[config.mk]
export PLATFORM = sky130hd
export DESIGN_NAME = zp_auto_index
export DESIGN_NICKNAME = d
export VERILOG_FILES = /design/src/rtl/zp_idx_pkg.sv /design/src/rtl/zp_range_classify.sv /design/src/rtl/zp_ptr_regs.sv /design/src/rtl/zp_seq_fsm.sv /design/src/rtl/zp_auto_index.sv
export SDC_FILE = /design/constraint.sdc
export NUM_CORES = 1
export LEC_CHECK = 0
export CAP_MARGIN = 5
export CORE_MARGIN = 5
export CORE_UTILIZATION = 45
export CTS_BUF_LIST = sky130_fd_sc_hd__clkbuf_8
export DETAILED_ROUTE_END_ITERATION = 8
export DONT_BUFFER_PORTS = 1
export SYNTH_ARGS = -nofsm -noshare
export SYNTH_HDL_FRONTEND = slang
export SYNTH_SLANG_ARGS = --single-unit
[constraint.sdc]
create_clock -name clk_i -period 3.8 [get_ports clk_i]
set_clock_uncertainty 0.15 [all_clocks]
set_input_delay 0 -clock clk_i [delete_from_list [all_inputs] [get_ports clk_i]]
set_output_delay 0 -clock clk_i [all_outputs]
set_load 0.01 [all_outputs]
[src/rtl/zp_idx_pkg.sv]
package zp_idx_pkg;

  typedef enum logic [1:0] {
    UPD_KEEP,
    UPD_INC,
    UPD_DEC,
    UPD_BYPASS
  } upd_mode_e;

  typedef enum logic [2:0] {
    S_IDLE,
    S_RD_LO,
    S_RD_HI,
    S_CAP_HI,
    S_WR_LO,
    S_WR_HI,
    S_FIN
  } seq_state_e;

endpackage

[src/rtl/zp_range_classify.sv]
module zp_range_classify
  import zp_idx_pkg::*;
#(
  parameter int unsigned ADDR_W = 8,
  parameter int unsigned INC_LO = 2,
  parameter int unsigned INC_HI = 63,
  parameter int unsigned DEC_LO = 64,
  parameter int unsigned DEC_HI = 127
) (
  input  logic [ADDR_W-1:0] idx_i,
  output upd_mode_e         mode_o
);
  localparam logic [ADDR_W-1:0] INC_LO_C = ADDR_W'(INC_LO);
  localparam logic [ADDR_W-1:0] INC_HI_C = ADDR_W'(INC_HI);
  localparam logic [ADDR_W-1:0] DEC_LO_C = ADDR_W'(DEC_LO);
  localparam logic [ADDR_W-1:0] DEC_HI_C = ADDR_W'(DEC_HI);

  always_comb begin
    if (idx_i == '0)                                 mode_o = UPD_BYPASS;
    else if (idx_i >= INC_LO_C && idx_i <= INC_HI_C) mode_o = UPD_INC;
    else if (idx_i >= DEC_LO_C && idx_i <= DEC_HI_C) mode_o = UPD_DEC;
    else                                             mode_o = UPD_KEEP;
  end
endmodule

[src/rtl/zp_ptr_regs.sv]
module zp_ptr_regs
  import zp_idx_pkg::*;
#(
  parameter int unsigned DATA_W = 8,
  localparam int unsigned PTR_W = 2 * DATA_W
) (
  input  logic              clk_i,
  input  logic              rst_ni,
  input  logic              clr_i,
  input  logic              cap_lo_i,
  input  logic              cap_hi_i,
  input  logic [DATA_W-1:0] rdata_i,
  input  upd_mode_e         mode_i,
  output logic [PTR_W-1:0]  ptr_o,
  output logic [PTR_W-1:0]  nxt_o
);
  logic [PTR_W-1:0] ptr_q;

  always_ff @(posedge clk_i or negedge rst_ni) begin
    if (!rst_ni) begin
      ptr_q <= '0;
    end else if (clr_i) begin
      ptr_q <= '0;
    end else begin
      if (cap_lo_i) ptr_q[DATA_W-1:0]     <= rdata_i;
      if (cap_hi_i) ptr_q[PTR_W-1:DATA_W] <= rdata_i;
    end
  end

  // post-modify value, wraps naturally at PTR_W bits
  always_comb begin
    unique case (mode_i)
      UPD_INC: nxt_o = ptr_q + PTR_W'(1);
      UPD_DEC: nxt_o = ptr_q - PTR_W'(1);
      default: nxt_o = ptr_q;
    endcase
  end

  assign ptr_o = ptr_q;
endmodule

[src/rtl/zp_seq_fsm.sv]
module zp_seq_fsm
  import zp_idx_pkg::*;
(
  input  logic      clk_i,
  input  logic      rst_ni,
  input  logic      start_i,
  input  upd_mode_e mode_new_i,
  input  upd_mode_e mode_i,
  output logic      accept_o,
  output logic      rd_o,
  output logic      wr_o,
  output logic      hi_sel_o,
  output logic      cap_lo_o,
  output logic      cap_hi_o,
  output logic      done_o,
  output logic      busy_o
);
  seq_state_e state_q, state_d;

  always_ff @(posedge clk_i or negedge rst_ni) begin
    if (!rst_ni) state_q <= S_IDLE;
    else         state_q <= state_d;
  end

  always_comb begin
    state_d  = state_q;
    accept_o = 1'b0;
    rd_o     = 1'b0;
    wr_o     = 1'b0;
    hi_sel_o = 1'b0;
    cap_lo_o = 1'b0;
    cap_hi_o = 1'b0;
    done_o   = 1'b0;
    unique case (state_q)
      S_IDLE: if (start_i) begin
        accept_o = 1'b1;
        state_d  = (mode_new_i == UPD_BYPASS) ? S_FIN : S_RD_LO;
      end
      S_RD_LO: begin
        rd_o    = 1'b1;
        state_d = S_RD_HI;
      end
      S_RD_HI: begin
        rd_o     = 1'b1;
        hi_sel_o = 1'b1;
        cap_lo_o = 1'b1;   // low byte returns now
        state_d  = S_CAP_HI;
      end
      S_CAP_HI: begin
        cap_hi_o = 1'b1;
        state_d  = (mode_i == UPD_INC || mode_i == UPD_DEC) ? S_WR_LO : S_FIN;
      end
      S_WR_LO: begin
        wr_o    = 1'b1;
        state_d = S_WR_HI;
      end
      S_WR_HI: begin
        wr_o     = 1'b1;
        hi_sel_o = 1'b1;
        state_d  = S_FIN;
      end
      S_FIN: begin
        done_o  = 1'b1;
        state_d = S_IDLE;
      end
      default: state_d = S_IDLE;
    endcase
  end

  assign busy_o = (state_q != S_IDLE);
endmodule

[src/rtl/zp_auto_index.sv]
module zp_auto_index
  import zp_idx_pkg::*;
#(
  parameter int unsigned ADDR_W = 8,
  parameter int unsigned DATA_W = 8,
  parameter int unsigned INC_LO = 2,
  parameter int unsigned INC_HI = 63,
  parameter int unsigned DEC_LO = 64,
  parameter int unsigned DEC_HI = 127,
  localparam int unsigned PTR_W = 2 * DATA_W
) (
  input  logic              clk_i,
  input  logic              rst_ni,
  input  logic              start_i,
  input  logic [ADDR_W-1:0] idx_addr_i,
  output logic              busy_o,
  output logic              done_o,
  output logic [PTR_W-1:0]  ea_o,
  output logic              mem_re_o,
  output logic              mem_we_o,
  output logic [ADDR_W-1:0] mem_addr_o,
  output logic [DATA_W-1:0] mem_wdata_o,
  input  logic [DATA_W-1:0] mem_rdata_i
);
  upd_mode_e         mode_new, mode_q;
  logic [ADDR_W-1:0] idx_q;
  logic              accept, hi_sel, cap_lo, cap_hi;
  logic [PTR_W-1:0]  ptr, nxt;

  zp_range_classify #(
    .ADDR_W(ADDR_W), .INC_LO(INC_LO), .INC_HI(INC_HI),
    .DEC_LO(DEC_LO), .DEC_HI(DEC_HI)
  ) u_cls (
    .idx_i (idx_addr_i),
    .mode_o(mode_new)
  );

  always_ff @(posedge clk_i or negedge rst_ni) begin
    if (!rst_ni) begin
      idx_q  <= '0;
      mode_q <= UPD_BYPASS;
    end else if (accept) begin
      idx_q  <= idx_addr_i;
      mode_q <= mode_new;
    end
  end

  zp_seq_fsm u_seq (
    .clk_i     (clk_i),
    .rst_ni    (rst_ni),
    .start_i   (start_i),
    .mode_new_i(mode_new),
    .mode_i    (mode_q),
    .accept_o  (accept),
    .rd_o      (mem_re_o),
    .wr_o      (mem_we_o),
    .hi_sel_o  (hi_sel),
    .cap_lo_o  (cap_lo),
    .cap_hi_o  (cap_hi),
    .done_o    (done_o),
    .busy_o    (busy_o)
  );

  zp_ptr_regs #(.DATA_W(DATA_W)) u_ptr (
    .clk_i   (clk_i),
    .rst_ni  (rst_ni),
    .clr_i   (accept),
    .cap_lo_i(cap_lo),
    .cap_hi_i(cap_hi),
    .rdata_i (mem_rdata_i),
    .mode_i  (mode_q),
    .ptr_o   (ptr),
    .nxt_o   (nxt)
  );

  assign mem_addr_o  = hi_sel ? idx_q + ADDR_W'(1) : idx_q;
  assign mem_wdata_o = hi_sel ? nxt[PTR_W-1:DATA_W] : nxt[DATA_W-1:0];
  assign ea_o        = ptr;
endmodule

==> metrics.md, run 1 <==
| Metric | Value |
|---|---|
| Status | completed |
| Static leakage | around 1.2 nW |
| Yosys cell types | 66 |
| Clock root cell | clkbuf_8 |
| # nets final | ~340 |
| # resized after CTS | 0 |
| Buffers on Ports | 0 |
| Final global-route overflow total | 0 |
| Worst EP arrival | approximately 3.2 ns |
| CP max stage cell | a2111oi_1 |
| Area growth syn-to-layout | 10.9% |
| Kind of critical path | reg -> out |
| Die area | around 7500 sq um |
| Sequential area share after synthesis | 0.277 |
| First-pass GRT wire length | 12300 microns |
| Chip height | 86.4 microns |
| PnR worst setup slack | ~0.47 ns |
| WHS | between 0.006 and 0.007 ns |
| Total GRT Usage | 0.206 |
| # hold bufs at CTS | 19 |
| Synth async-reset ratio | 1.00 |
| Avg WL per Cell | around 19 microns |
| Max cap viols | 0 |
| Vias in the first global route | 2356 |
| Worst-path clk slew | about 0.06 ns |
| Vias/cell | 6.13 |
| Synth Warn # | 0 |
| Final period util | 0.876 |
| Routed wire length | 7280 microns |
| CTS sink cnt | 29 |
| Yosys reg bits | 29 |
| Share of total power in the clock network | 0.083 |
| Inserted Diodes | 0 |
| Critical path fanouts, max | 5 |
| Cell count after synthesis | around 320 |
| Initial antenna violation count | 0 |
| Top_reg_cell synth | dfrtp_1 |
| Count leader, synth | nor2_1 |
| Place WS | 0.755 ns |
| Minimum clock period after layout | 3.33 ns |
| Residual DRC count | 0 |
| Placeable Area | 5610 sq um |
| TritonRoute pass-1 iters | 4 |
| Fillers | 564 |
| Synth top area share | 0.257 |
| Mapped cell area | between 2000 and 3000 sq um |
| Die width | 86.4 microns |
| Top cells by area, synth | dfrtp_1 (26%), mux2i_1 (7.2%), xnor2_1 (6.0%), nor2_1 (5.1%), mux2_2 (3.4%) |
| Worst skew pair latency | roughly 0.27 ns |
| H-tree levels | 2 |
| Crit path launch type | register |
| Detail Route Antenna Nets | 0 |
| Gp weighted congestion | 0.835 |
| TritonCTS clock tree | done |
| Setup_tns | 0 ns |
| Post-synth EDFFs | 0 |
| Logic pwr share | 0.639 |
| Share of layout cells above drive strength 1 | 0.116 |
| P_sw | 1.61 mW |
| Pwr per Cell Area | approximately 1000 nW/um^2 |
| Avg Inst Size Synth | a little over 8 sq um |
| Starting density of the core | 0.469 |
| Switching part of the total power | 0.532 |
| CP required | around 3.7 ns |
| Synth cell count leaders | nor2_1 (36), dfrtp_1 (27), nand2_1 (22) |
| CTS buffer count | 5 |
| Relative slew slack | 0.313 |
| DP Wirelength | ~5200 microns |
| Crit-path max cell delay | 0.65 ns |
| Setup bufs post-CTS | 0 |
| Final hold vios | 0 |
| Max Buffers Root-to-Sink | 2 |
| Post-Syn Nets | between 300 and 400 |
| Hold Path Class | in -> async |
| Largest net degree at the start of global routing | 39 |
| Sequential share of power | 0.279 |
| RSZ-0062 raised after global routing | false |
| Initial DRC Count | 219 |
| Largest area contributor in the netlist | dfrtp_1 |
| Max VDD drop | 0.000570 V |
| CP endpoint kind | output port |
| Crit-path cells | inv_1, ha_1, xor2_1, ha_1, nor3b_2, o21ai_1, a2111oi_1, o2111ai_1, and3_1, xor2_1, a21oi_1 |
| Row count | 27 |
| IO Pins | 55 |
| Int Pwr | 1.41 mW |
| Achievable Freq | 300 MHz |
| Finish-stage setup viols | 0 |
| Final Max Tran Viols | 0 |
| Tightest Pin Transition | a little over 1 ns |
| Via count | 2402 |
-- cells in the final DEF (no fill, tap or decap), types with 8 or more instances in the layout --
cell type	count
a21oi_1	16
dfrtp_1	27
dlygate4sd3_1	18
inv_1	10
mux2_2	8
mux2i_1	19
nand2_1	22
nor2_1	36
nor3_1	10
o21ai_0	9
xnor2_1	18
-- through the flow --
step	util	total power, mW	instance area (sq um)	cells
after detailed placement	0.469	2.75	2630	366
after CTS	0.520	3.04	2920	392
after global placement	0.469	2.73	2630	366
after floorplan	-	2.33	2630	316
final	0.520	3.02	2920	392
after global routing	0.520	3.31	2920	392
-- worst max-delay path, delay by kind of cell, from the launching register on --
| family | cells | cell delay (ns) |
|---|---|---|
| compound gates | 4 | 1.23 |
| xor+xnor | 2 | 0.29 |
| fa+ha+maj | 2 | 0.44 |
| buf+inv | 1 | 0.06 |
| flops | 1 | 0.51 |
| simple gates | 2 | 0.38 |
-- area by class of cell --
class / instances / area, sq um / share of cell area
repair buffers: 24 / 238 / 0.0815
well taps: 72 / 90.1 / 0.0309
inverters: 9 / 33.8 / 0.0116
clock buffers: 6 / 82.6 / 0.0283
flip-flops and latches: 29 / 728 / 0.250
multi-input cells: 251 / 1740 / 0.597
clock inverters: 1 / 3.75 / 0.00129
-- power by group through the flow --
stage                     clock network (mW)  registers (mW)  logic [mW]
final                                  0.250           0.842        1.93
after detailed placement                   0           0.843        1.90
after CTS                              0.258           0.838        1.94
after floorplan                            0           0.612        1.72
after global placement                     0           0.842        1.89
after global routing                   0.275           0.881        2.16
-- flip-flops by register name, summed over array words and instances (netlist names) --
register       cells
idx_q              8
u_seq.state_q      3
mode_q             2
u_ptr.ptr_o       16
-- cells by family (layout without fill, tap and decap cells) --
| logic type | count (synthesis) | after routing | synth area share |
|---|---|---|---|
| simple gates | 123 | 123 | 0.257 |
| buf+inv | 36 | 40 | 0.0614 |
| xor+xnor | 22 | 22 | 0.0733 |
| flops | 29 | 29 | 0.277 |
| compound gates | 73 | 73 | 0.193 |
| fa+ha+maj | 4 | 4 | 0.0190 |
| mux | 29 | 29 | 0.119 |
-- layer usage --
layer,vias to the layer above,GRT usage,wire [microns]
met5,-,0,0
met4,0,0.0496,72
met3,6,0.0447,444
met2,55,0.327,3430
met1,1178,0.285,3330
li1,1163,-,-
-- path summary, 6_finish.rpt --
kind                                        from          endpoint  slack [ns]  cells past startpoint
max in group asynchronous                 rst_ni         mode_q[1]        3.26                      2
worst min register to register         mode_q[1]         mode_q[1]        0.39                      2
min in group clk_i                 idx_addr_i[3]         mode_q[0]        0.03                      4
worst max register to register  u_seq.state_q[2]          idx_q[7]        1.55                      3
worst min-delay path                      rst_ni  u_seq.state_q[1]       0.006                      2
worst max-delay path                   mode_q[0]    mem_wdata_o[4]        0.47                     11
(Power assumes the default switching activity.)
==> inputs of run 2 (changes only) <==
CORE_UTILIZATION = 60   (was 45)
PLACE_DENSITY = 0.76   (was default)
==> run 2 against run 1 <==
Compared with the run above:
- die area fell by 22%
- total power fell by 0.75%
- largest cell class unchanged
- worst hold slack improved by 0.021 ns
- sequential power barely moved
==> metrics.md, run 2 (synthesis gave the netlist of run 1 again) <==
| Metric | Value |
|---|---|
| Hold Path Class | in -> async |
| Crit path launch type | register |
| WHS | 0.0272 ns |
| TritonRoute pass-1 iters | 4 |
| CP max stage cell | a2111oi_1 |
| CP required | 3.65 ns |
| Worst path bufs/invs | 1 |
| Setup_tns | 0 ns |
| Final period util | 0.884 |
| Avg WL per Cell | 19.6 microns |
| Buffers on Ports | 0 |
| Finish-stage setup viols | 0 |
| Clock root cell | clkbuf_8 |
| Row count | 24 |
| Final Max Tran Viols | 0 |
| Worst-path clk slew | 0.06 ns |
| # nets final | 342 |
| H-tree levels | 2 |
| Place WS | 0.764 ns |
| Chip height | around 76 microns |
| Final hold vios | 0 |
| Die area | 5800 sq um |
| Fillers | 353 |
| DP Wirelength | roughly 4800 microns |
| Placeable Area | 4290 sq um |
| Area growth syn-to-layout | 9.52% |
| Static leakage | 1.18 nW |
| Vias in the first global route | 2359 |
| Setup bufs post-CTS | 0 |
| Achievable Freq | 298 MHz |
| Gp weighted congestion | 0.930 |
| Worst skew pair latency | 0.27 ns |
| Max VDD drop | 0.000595 V |
| Delay-heaviest family, CP | compound AO/OA/AOI/OAI gates |
| Commonest non-fill, non-tap cell in the layout | nor2_1 |
| Largest net degree at the start of global routing | 39 |
| Power after layout | 3.00 mW |
| Largest register FFs | 16 |
| Crit-path cells | inv_1, ha_1, xor2_1, ha_1, nor3b_2, o21ai_1, a2111oi_1, o2111ai_1, and3_1, xor2_1, a21oi_1 |
| CTS sink cnt | 29 |
| CP endpoint kind | output port |
| Relative slew slack | 0.315 |
| Final instance area | approximately 2900 sq um |
| Vias/cell | 6.69 |
| IO Pins | 55 |
| Final global-route overflow total | 0 |
| Reg2Reg Depth | 3 |
| Detail Route Antenna Nets | 0 |
| Initial antenna violation count | 0 |
| Share of layout cells above drive strength 1 | 0.116 |
| Worst EP arrival | about 3.2 ns |
| Die width | 76.2 microns |
| Total GRT Usage | 0.251 |
| Status | completed |
| Via count | 2488 |
| Crit-path max cell delay | between 0.6 and 0.7 ns |
| Residual DRC count | 0 |
| # resized after CTS | 0 |
| Levels on crit path | 11 |
| Pwr per Cell Area | 1040 nW/um^2 |
| Max cap viols | 0 |
| Inserted Diodes | 0 |
| Initial DRC Count | 258 |
| Kind of critical path | reg -> out |
| Most frequent cells in the layout | nor2_1 (36), dfrtp_1 (27), nand2_1 (22) |
| Critical path fanouts, max | 5 |
| TritonCTS clock tree | done |
| Tightest Pin Transition | approximately 1.0 ns |
| Routed wire length | around 7300 microns |
| Minimum clock period after layout | 3.36 ns |
| Starting density of the core | 0.612 |
| PnR worst setup slack | 0.442 ns |
| CTS buffer count | 5 |
| Max Buffers Root-to-Sink | 2 |
| RSZ-0062 raised after global routing | false |
| First-pass GRT wire length | about 12000 microns |
| Placed Area | 2600 sq um |
## run 2: cell count changes in the layout (fill, tap and decap cells not counted), sizes merged
| cell | change |
|---|---|
| buf | -1 |
| clkbuf | -1 |
| clkinv | +2 |
## run 2: worst register-to-register path, delay by kind of cell (launching register included)
kind             cells  cell delay, ns
flip-flops           1            0.50
multiplexers         1            0.43
AND/OR/NAND/NOR      2            1.06
## run 2: timing repair
item,4_1_cts,5_1_grt
hold buffers,19,0
hold endpoints to repair,58,0
endpoints found under the setup margin,0,0
## run 2: report_power, final
part / total, mW / switching [mW] / internal, mW
logic: 1.92 / 1.11 / 0.809
registers: 0.845 / 0.389 / 0.456
clock network: 0.234 / 0.111 / 0.124
total: 3.00 / 1.61 / 1.39
## run 2: final cells by class
cell class                 count  area, sq um  share of cell area
inverter                       9         33.8              0.0117
multi-input combinational    251         1740               0.604
tap                           52         65.1              0.0226
clock inverter                 3         13.8             0.00478
clock buffer                   5         68.8              0.0239
timing repair buffer          23          230              0.0800
sequential                    29          728               0.253
## run 2: path summary, 6_finish.rpt
kind                             startpoint             end  slack [ns]
min in group clk_i            idx_addr_i[3]       mode_q[1]        0.07
min reg2reg                       mode_q[1]       mode_q[1]        0.38
max                               mode_q[0]  mem_wdata_o[4]        0.44
min                                  rst_ni  u_ptr.ptr_o[0]        0.03
max in group asynchronous            rst_ni       mode_q[0]        3.24
max reg2reg                u_seq.state_q[2]        idx_q[1]        1.54
## run 2: metrics by stage
stage,instances,utilization
3_3_place_gp,345,0.605
5_1_grt,372,0.670
2_1_floorplan,316,-
6_report,372,0.670
3_5_place_dp,345,0.605
4_1_cts,372,0.670
## run 2: routing by layer
layer  up-vias  share of wire  global-route usage
met5         -              0                   0
met4         0          0.026               0.101
met3        21          0.076              0.0650
met2       114           0.49               0.412
met1      1184           0.41               0.312
li1       1169              -                   -
